$ cat src/rtl/trapret_pkg.sv
package trapret_pkg;

    localparam int ST_W  = 16;
    localparam int HS_W  = 2;
    localparam int NM_W  = 5;
    localparam int PRV_W = 2;
    localparam int EXC_W = 3;
    localparam int LP_N  = 1 << PRV_W;

    // status word bit positions
    localparam int ST_SIE   = 0;
    localparam int ST_MIE   = 1;
    localparam int ST_SPIE  = 2;
    localparam int ST_MPIE  = 3;
    localparam int ST_SPP   = 4;
    localparam int ST_MPP_L = 5;
    localparam int ST_MPP_H = 6;
    localparam int ST_MPRV  = 7;
    localparam int ST_TSR   = 8;
    localparam int ST_MPV   = 9;
    localparam int ST_SDT   = 10;
    localparam int ST_MDT   = 11;
    localparam int ST_SPELP = 12;
    localparam int ST_MPELP = 13;

    // hypervisor status bit positions
    localparam int HS_SPV  = 0;
    localparam int HS_VTSR = 1;

    // NMI status bit positions
    localparam int NM_NMIE  = 0;
    localparam int NM_MNPV  = 1;
    localparam int NM_LPE   = 2;
    localparam int NM_PP_L  = 3;
    localparam int NM_PP_H  = 4;

    localparam logic [PRV_W-1:0] PRV_U = 2'd0;
    localparam logic [PRV_W-1:0] PRV_S = 2'd1;
    localparam logic [PRV_W-1:0] PRV_M = 2'd3;

    typedef enum logic [1:0] {
        RET_SUP = 2'd0,
        RET_MAC = 2'd1,
        RET_NMI = 2'd2,
        RET_BAD = 2'd3
    } ret_kind_e;

    typedef enum logic [EXC_W-1:0] {
        EXC_NONE  = 3'd0,
        EXC_ILL   = 3'd1,
        EXC_VIRT  = 3'd2,
        EXC_MISAL = 3'd3,
        EXC_ACCF  = 3'd4
    } exc_e;

    typedef struct packed {
        logic [ST_W-1:0]  st;
        logic [HS_W-1:0]  hs;
        logic [NM_W-1:0]  nm;
        logic             vsd;
        logic             elp;
        logic [PRV_W-1:0] priv;
        logic             virt;
        logic             swap;
    } ret_state_t;

    function automatic logic [PRV_W-1:0] ret_target(
        input ret_kind_e        kind,
        input logic             spp,
        input logic [PRV_W-1:0] mpp,
        input logic [PRV_W-1:0] mnpp
    );
        case (kind)
            RET_SUP: ret_target = {1'b0, spp};
            RET_MAC: ret_target = mpp;
            RET_NMI: ret_target = mnpp;
            default: ret_target = PRV_M;
        endcase
    endfunction

endpackage

$ cat src/rtl/trapret_check.sv
module trapret_check
    import trapret_pkg::*;
(
    input  ret_kind_e        kind,
    input  logic [PRV_W-1:0] cur_priv,
    input  logic             cur_virt,
    input  logic [PRV_W-1:0] tgt_priv,
    input  logic             tsr,
    input  logic             vtsr,
    input  logic [1:0]       pc_lo,
    input  logic             has_c,
    input  logic             prot_en,
    input  logic             prot_none,
    output exc_e             exc
);

    logic misal;

    assign misal = !has_c && (pc_lo != 2'b00);

    always_comb begin
        exc = EXC_NONE;
        case (kind)
            RET_SUP: begin
                if (cur_priv < PRV_S)                     exc = EXC_ILL;
                else if (misal)                           exc = EXC_MISAL;
                else if (tsr && cur_priv != PRV_M)        exc = EXC_ILL;
                else if (cur_virt && vtsr)                exc = EXC_VIRT;
            end
            RET_MAC, RET_NMI: begin
                if (cur_priv != PRV_M)                    exc = EXC_ILL;
                else if (misal)                           exc = EXC_MISAL;
                else if (prot_en && prot_none && tgt_priv != PRV_M)
                                                          exc = EXC_ACCF;
            end
            default:                                      exc = EXC_ILL;
        endcase
    end

endmodule

$ cat src/rtl/trapret_next.sv
module trapret_next
    import trapret_pkg::*;
(
    input  ret_kind_e        kind,
    input  logic [PRV_W-1:0] cur_priv,
    input  logic             cur_virt,
    input  logic [PRV_W-1:0] tgt_priv,
    input  logic [ST_W-1:0]  st_i,
    input  logic [HS_W-1:0]  hs_i,
    input  logic [NM_W-1:0]  nm_i,
    input  logic             vsd_i,
    input  logic             elp_i,
    input  logic             has_u,
    input  logic             has_h,
    input  logic             dbl_s,
    input  logic             dbl_m,
    input  logic [LP_N-1:0]  lp_en,
    output ret_state_t       nx
);

    logic tv;
    logic saved_lp;
    logic to_lower;

    assign to_lower = (tgt_priv != PRV_M);

    always_comb begin
        nx       = '0;
        nx.st    = st_i;
        nx.hs    = hs_i;
        nx.nm    = nm_i;
        nx.vsd   = vsd_i;
        nx.elp   = elp_i;
        nx.swap  = 1'b0;
        tv       = cur_virt;
        saved_lp = elp_i;

        case (kind)
            RET_SUP: begin
                nx.st[ST_SIE]  = st_i[ST_SPIE];
                nx.st[ST_SPIE] = 1'b1;
                nx.st[ST_SPP]  = 1'b0;
                nx.st[ST_MPRV] = 1'b0;
                if (dbl_s) begin
                    if (has_h && !cur_virt && hs_i[HS_SPV] && tgt_priv == PRV_U)
                        nx.vsd = 1'b0;
                    nx.st[ST_SDT] = 1'b0;
                end
                if (dbl_m && cur_priv == PRV_M)
                    nx.st[ST_MDT] = 1'b0;
                if (has_h && !cur_virt) begin
                    tv            = hs_i[HS_SPV];
                    nx.hs[HS_SPV] = 1'b0;
                    nx.swap       = hs_i[HS_SPV];
                end
                saved_lp        = st_i[ST_SPELP];
                nx.st[ST_SPELP] = 1'b0;
            end
            RET_MAC: begin
                tv = st_i[ST_MPV] && to_lower;
                nx.st[ST_MIE]             = st_i[ST_MPIE];
                nx.st[ST_MPIE]            = 1'b1;
                nx.st[ST_MPP_H:ST_MPP_L]  = has_u ? PRV_U : PRV_M;
                nx.st[ST_MPV]             = 1'b0;
                if (dbl_m)
                    nx.st[ST_MDT] = 1'b0;
                if (to_lower)
                    nx.st[ST_MPRV] = 1'b0;
                nx.swap         = has_h && tv;
                saved_lp        = st_i[ST_MPELP];
                nx.st[ST_MPELP] = 1'b0;
            end
            RET_NMI: begin
                tv = nm_i[NM_MNPV] && to_lower;
                nx.nm[NM_NMIE] = 1'b1;
                if (to_lower)
                    nx.st[ST_MPRV] = 1'b0;
                if (dbl_m && to_lower)
                    nx.st[ST_MDT] = 1'b0;
                nx.swap        = has_h && tv;
                saved_lp       = nm_i[NM_LPE];
                nx.nm[NM_LPE]  = 1'b0;
            end
            default: ;
        endcase

        // shared supervisor double-trap rule for the two machine-level returns
        if (dbl_s && (kind == RET_MAC || kind == RET_NMI)) begin
            if (tgt_priv == PRV_U || (tv && (tgt_priv == PRV_S || tgt_priv == PRV_U)))
                nx.st[ST_SDT] = 1'b0;
            if (tv && tgt_priv == PRV_U)
                nx.vsd = 1'b0;
        end

        nx.priv = tgt_priv;
        nx.virt = tv;
        if (lp_en[tgt_priv])
            nx.elp = saved_lp;
    end

endmodule

$ cat src/rtl/trapret_top.sv
module trapret_top
    import trapret_pkg::*;
(
    input  logic                 clk,
    input  logic                 rst,
    input  logic                 ret_valid,
    input  logic [1:0]           ret_kind,
    input  logic [PRV_W-1:0]     cur_priv,
    input  logic                 cur_virt,
    input  logic [ST_W-1:0]      status_i,
    input  logic [HS_W-1:0]      hstat_i,
    input  logic [NM_W-1:0]      nmstat_i,
    input  logic                 vs_sdt_i,
    input  logic                 elp_i,
    input  logic [1:0]           pclo_s_i,
    input  logic [1:0]           pclo_m_i,
    input  logic [1:0]           pclo_n_i,
    input  logic                 cfg_has_u,
    input  logic                 cfg_has_h,
    input  logic                 cfg_has_c,
    input  logic                 cfg_dbl_s,
    input  logic                 cfg_dbl_m,
    input  logic                 cfg_prot_en,
    input  logic                 cfg_prot_none,
    input  logic [LP_N-1:0]      cfg_lp_en,
    output logic                 done_o,
    output logic [EXC_W-1:0]     exc_o,
    output logic [1:0]           pc_sel_o,
    output logic [ST_W-1:0]      status_o,
    output logic [HS_W-1:0]      hstat_o,
    output logic [NM_W-1:0]      nmstat_o,
    output logic                 vs_sdt_o,
    output logic                 elp_o,
    output logic [PRV_W-1:0]     priv_o,
    output logic                 virt_o,
    output logic                 swap_o
);

    ret_kind_e        kind;
    logic [PRV_W-1:0] tgt;
    logic [1:0]       pc_lo;
    exc_e             exc_c;
    ret_state_t       nx;
    ret_state_t       st_q;
    logic             done_q;
    exc_e             exc_q;
    logic [1:0]       sel_q;

    assign kind = ret_kind_e'(ret_kind);
    assign tgt  = ret_target(kind, status_i[ST_SPP],
                             status_i[ST_MPP_H:ST_MPP_L],
                             nmstat_i[NM_PP_H:NM_PP_L]);

    always_comb begin
        case (kind)
            RET_SUP: pc_lo = pclo_s_i;
            RET_MAC: pc_lo = pclo_m_i;
            RET_NMI: pc_lo = pclo_n_i;
            default: pc_lo = 2'b00;
        endcase
    end

    trapret_check u_check (
        .kind      (kind),
        .cur_priv  (cur_priv),
        .cur_virt  (cur_virt),
        .tgt_priv  (tgt),
        .tsr       (status_i[ST_TSR]),
        .vtsr      (hstat_i[HS_VTSR]),
        .pc_lo     (pc_lo),
        .has_c     (cfg_has_c),
        .prot_en   (cfg_prot_en),
        .prot_none (cfg_prot_none),
        .exc       (exc_c)
    );

    trapret_next u_next (
        .kind     (kind),
        .cur_priv (cur_priv),
        .cur_virt (cur_virt),
        .tgt_priv (tgt),
        .st_i     (status_i),
        .hs_i     (hstat_i),
        .nm_i     (nmstat_i),
        .vsd_i    (vs_sdt_i),
        .elp_i    (elp_i),
        .has_u    (cfg_has_u),
        .has_h    (cfg_has_h),
        .dbl_s    (cfg_dbl_s),
        .dbl_m    (cfg_dbl_m),
        .lp_en    (cfg_lp_en),
        .nx       (nx)
    );

    always_ff @(posedge clk) begin
        if (rst) begin
            done_q       <= 1'b0;
            exc_q        <= EXC_NONE;
            sel_q        <= 2'd0;
            st_q         <= '0;
            st_q.priv    <= PRV_M;
        end else begin
            done_q    <= ret_valid;
            exc_q     <= ret_valid ? exc_c : EXC_NONE;
            st_q.swap <= 1'b0;
            if (ret_valid) begin
                sel_q <= ret_kind;
                if (exc_c == EXC_NONE)
                    st_q <= nx;
            end
        end
    end

    assign done_o   = done_q;
    assign exc_o    = exc_q;
    assign pc_sel_o = sel_q;
    assign status_o = st_q.st;
    assign hstat_o  = st_q.hs;
    assign nmstat_o = st_q.nm;
    assign vs_sdt_o = st_q.vsd;
    assign elp_o    = st_q.elp;
    assign priv_o   = st_q.priv;
    assign virt_o   = st_q.virt;
    assign swap_o   = st_q.swap;

    AST_SRET_LOW_PRIV: assert property (@(posedge clk) disable iff (rst)
        (ret_valid && kind == RET_SUP && cur_priv < PRV_S) |=> (exc_q == EXC_ILL));

    AST_MRET_LOW_PRIV: assert property (@(posedge clk) disable iff (rst)
        (ret_valid && (kind == RET_MAC || kind == RET_NMI) && cur_priv != PRV_M)
        |=> (exc_q == EXC_ILL));

    AST_FAULT_FREEZE: assert property (@(posedge clk) disable iff (rst)
        (ret_valid && exc_c != EXC_NONE)
        |=> ($stable(status_o) && $stable(priv_o) && $stable(virt_o) && !swap_o));

    AST_SRET_FIELDS: assert property (@(posedge clk) disable iff (rst)
        (done_q && exc_q == EXC_NONE && sel_q == RET_SUP)
        |-> (status_o[ST_SPIE] && !status_o[ST_SPP] && !status_o[ST_MPRV]));

    AST_SWAP_ON_COMMIT: assert property (@(posedge clk) disable iff (rst)
        swap_o |-> (done_q && exc_q == EXC_NONE));

    AST_MPRV_KEPT_TO_M: assert property (@(posedge clk) disable iff (rst)
        (ret_valid && kind == RET_MAC && exc_c == EXC_NONE
         && status_i[ST_MPP_H:ST_MPP_L] == PRV_M)
        |=> (status_o[ST_MPRV] == $past(status_i[ST_MPRV])));

    AST_NMIE_SET: assert property (@(posedge clk) disable iff (rst)
        (done_q && exc_q == EXC_NONE && sel_q == RET_NMI) |-> nmstat_o[NM_NMIE]);

    AST_DONE_FOLLOWS: assert property (@(posedge clk) disable iff (rst)
        ret_valid |=> done_o);

    AST_DONE_IDLE: assert property (@(posedge clk) disable iff (rst)
        !ret_valid |=> !done_o);

endmodule

$ cat config.mk
export PLATFORM = sky130hd
export DESIGN_NAME = trapret_top
export DESIGN_NICKNAME = d
export VERILOG_FILES = /design/src/rtl/trapret_pkg.sv /design/src/rtl/trapret_check.sv /design/src/rtl/trapret_next.sv /design/src/rtl/trapret_top.sv
export SDC_FILE = /design/constraint.sdc
export NUM_CORES = 1
export LEC_CHECK = 0
export ABC_AREA = 1
export BUFFER_PORTS_ARGS = -buffer_cell sky130_fd_sc_hd__buf_4
export CAP_MARGIN = 0
export CELL_PAD_IN_SITES_DETAIL_PLACEMENT = 1
export CELL_PAD_IN_SITES_GLOBAL_PLACEMENT = 2
export CORE_MARGIN = 2
export CORE_UTILIZATION = 25
export CTS_CLUSTER_DIAMETER = 120
export DETAILED_ROUTE_END_ITERATION = 6
export PLACE_DENSITY_LB_ADDON = 0.08
export SKIP_LAST_GASP = 1
export SYNTH_ARGS = -nofsm -noshare
export SYNTH_HDL_FRONTEND = slang
export SYNTH_SLANG_ARGS = --single-unit
$ cat constraint.sdc
create_clock -name clk -period 4.1 [get_ports clk]
set_input_delay 0 -clock clk [delete_from_list [all_inputs] [get_ports clk]]
set_output_delay 0 -clock clk [all_outputs]
set_load 0.05 [all_outputs]
==> impl_metrics.json <==
{
  "slew_viol_final": 0,
  "die_h_um": 90.7,
  "place_hpwl_mm": 5.10,
  "worst_hold_slack_ns": -0.00735,
  "timing.fmax_mhz": 487,
  "syn_to_final_growth_pct": 48.1,
  "final_hold_viol_count": 1,
  "peakVddDrop_uv": 144,
  "worstSkewPairLatency_ns": 0.29,
  "crit_path_end_kind": "register",
  "cts_buffer_depth": 2,
  "port_buffers": 84,
  "powerDensity_mw_per_mm2": 374,
  "fin_ws_ns": 2.05,
  "violations": "hold timing",
  "rows": 31,
  "fin_skew_ns": 0,
  "finalWirelength_mm": 6.56,
  "initialDrtViolationCount": 56,
  "p_sw_uw": 361,
  "cap_violations": 0,
  "final_cell_mix": "buf_4, nand2_1, nor2_1, dfxtp_1, inv_1",
  "p_total_uw": 1040,
  "grt_overflow_total": 0,
  "setup_viol": 0,
  "gp_congestion": 0.773,
  "grt_pass1_vias": 2200,
  "p_leak_uw": 0.00144,
  "worstSetupPathType": "input port to register",
  "syn-cell-area_mm2": 0.00188,
  "pre_cts_slack_ns": 1.70,
  "drive_above_1_share_pct": 28.3,
  "share_comb_of_total_power_pct": 31.8,
  "critPathArrivalTime_ns": 2.23,
  "wl_per_cell_um": 13.6,
  "sw_frac_of_total_pct": 34.7,
  "grt_first_pass_wirelength_mm": 10.7,
  "cts_tree": "yes",
  "critPathMaxFanout": 35,
  "rsz0062_at_grt": "false",
  "status": "finished with violations",
  "ys_seq_area_share_pct": 37.3,
  "antenna_found_initial": 0,
  "io_pins": 85,
  "p_seq_share_pct": 36.6,
  "drc": 0,
  "fin_crit_ns": 2.05,
  "start_util_pct": 25.9,
  "p_int_uw": 681,
  "vias_per_cell": 4.33,
  "core_mm2": 0.00725,
  "vias": 2082,
  "die_w_um": 90.7,
  "slew-limit-headroom_pct": 39.1,
  "nets": 435,
  "final_antenna_net_count": 0,
  "cts_buffers": 5,
  "drt_first_pass_iters": 4,
  "clk_pin_slew_ns": 0.08,
  "syn_nets": 343,
  "track_usage_pct": 16.2,
  "fillCellCount": 960,
  "synth.distinct_cells": 28,
  "clockRootBuffer": "clkbuf_8",
  "htree_levels": 2,
  "start_kind": "input port",
  "fin_tns_setup_ns": 0,
  "final_common_cell": "buf_4",
  "hp-class": "input port to register",
  "clock-sinks": 35,
  "postSynthAreaPerCell_um2": 6.50,
  "grt_max_degree": 36,
  "timing.final.crit_share_pct": 50.1,
  "worst_slew_pin_slew_ns": 0.913,
  "ys_ff_latch": 35,
  "postSynthCellCount": 289,
  "antenna_cells": 0,
  "die_area_mm2": 0.00823,
  "pwr-share-clk_pct": 31.6,
  "rrSetupSlack_ns": 3.43,
  "post_cts_buffers": 0,
  "yosys_warnings": 0,
  "worst_ep_required_time_ns": 4.28
}
## per-stage QoR
stage / util, % / cells / hold WS, ns / area, um2
detailed placement: 35.2 / 462 / 0.204 / 2550
floorplan: - / 289 / 0.0768 / 1880
finish: 38.4 / 481 / -0.00735 / 2780
global route: 38.4 / 481 / 0.00154 / 2780
global placement: 35.2 / 462 / 0.205 / 2550
CTS: 38.4 / 481 / 0.00330 / 2780
## routing by layer
| layer | routed length (um) | vias to the layer above | global-route usage, % |
|---|---|---|---|
| met5 | 0 | - | 0 |
| met3 | 244 | 4 | 3.26 |
| met2 | 3360 | 51 | 30.4 |
| li1 | - | 1089 | - |
| met1 | 2910 | 938 | 19.1 |
| met4 | 42 | 0 | 3.08 |
## power groups by stage
stage | Clock [uW] | Sequential (uW) | Combinational, uW
CTS | 340 | 382 | 336
detailed placement | 0 | 390 | 327
global route | 353 | 386 | 363
global placement | 0 | 389 | 325
finish | 329 | 382 | 331
floorplan | 0 | 485 | 119
## kinds of logic (layout without fill, tap and decap cells)
family,count (synthesis),count (layout),synth area share (%)
AO/OA/AOI/OAI,43,43,12.6
adder cells (fa/ha/maj),4,4,2.66
buffers and inverters,41,134,10.4
flip-flops,35,35,37.3
AND/OR/NAND/NOR,166,166,37.1
## final timing paths
check	startpoint	endpoint	depth (start not counted)
worst min-delay path	status_i[4]	status_o[4]$_SDFFE_PP0P_	3
worst max register to register	status_o[9]$_SDFFE_PP0P_	status_o[9]$_SDFFE_PP0P_	4
worst max-delay path	nmstat_i[3]	nmstat_o[1]$_SDFFE_PP0P_	14
worst min register to register	priv_o[1]$_SDFFE_PP1P_	priv_o[1]$_SDFFE_PP1P_	2
## cell type report
| cell class | count | area (um2) | share of cell area (%) |
|---|---|---|---|
| Multi-Input combinational cell | 213 | 983 | 35.3 |
| Timing Repair Buffer | 95 | 741 | 26.6 |
| Sequential cell | 35 | 701 | 25.2 |
| Tap cell | 99 | 124 | 4.45 |
| Inverter | 31 | 116 | 4.18 |
| Clock buffer | 6 | 82.6 | 2.97 |
| Clock inverter | 2 | 35.0 | 1.26 |
## critical path, cell delays in order
cell,delay (ns)
dlygate4sd3_1,0.53
buf_4,0.14
nand2_1,0.07
nand2_2,0.06
nor2_2,0.23
nor2_1,0.06
nor2_1,0.12
nand3_2,0.09
nand2_2,0.09
nor2_4,0.05
nand2_4,0.28
inv_2,0.26
nor2_1,0.15
nor2_1,0.06
## flip-flops by register name (all words and copies together) (netlist names), 2 cells and up
signal / flops
exc_o: 3
hstat_o: 2
nmstat_o: 5
pc_sel_o: 2
priv_o: 2
status_o: 16
## repair_timing
action | 4_1_cts | 5_1_grt
resized for setup | 0 | 0
hold buffers | 11 | 0
endpoints found under the hold margin | 14 | 0
## Yosys cell counts (all sizes together)
library cell   n  area share, %
nand2         71             15
nand3         19            5.3
buf            7            3.6
inv           31            6.2
nor2          68             14
o21a           1           0.40
o221ai         1           0.47
a31oi          1           0.33
nor3           2           0.53
ha             4            2.7
or2            4            1.3
dfxtp         35             37
a211oi         1           0.67
clkbuf         3           0.60
a21boi         1           0.40
nand4          2           0.67
a21oi          8            2.1
o21ai         30            8.2
(Power assumes the default switching activity.)
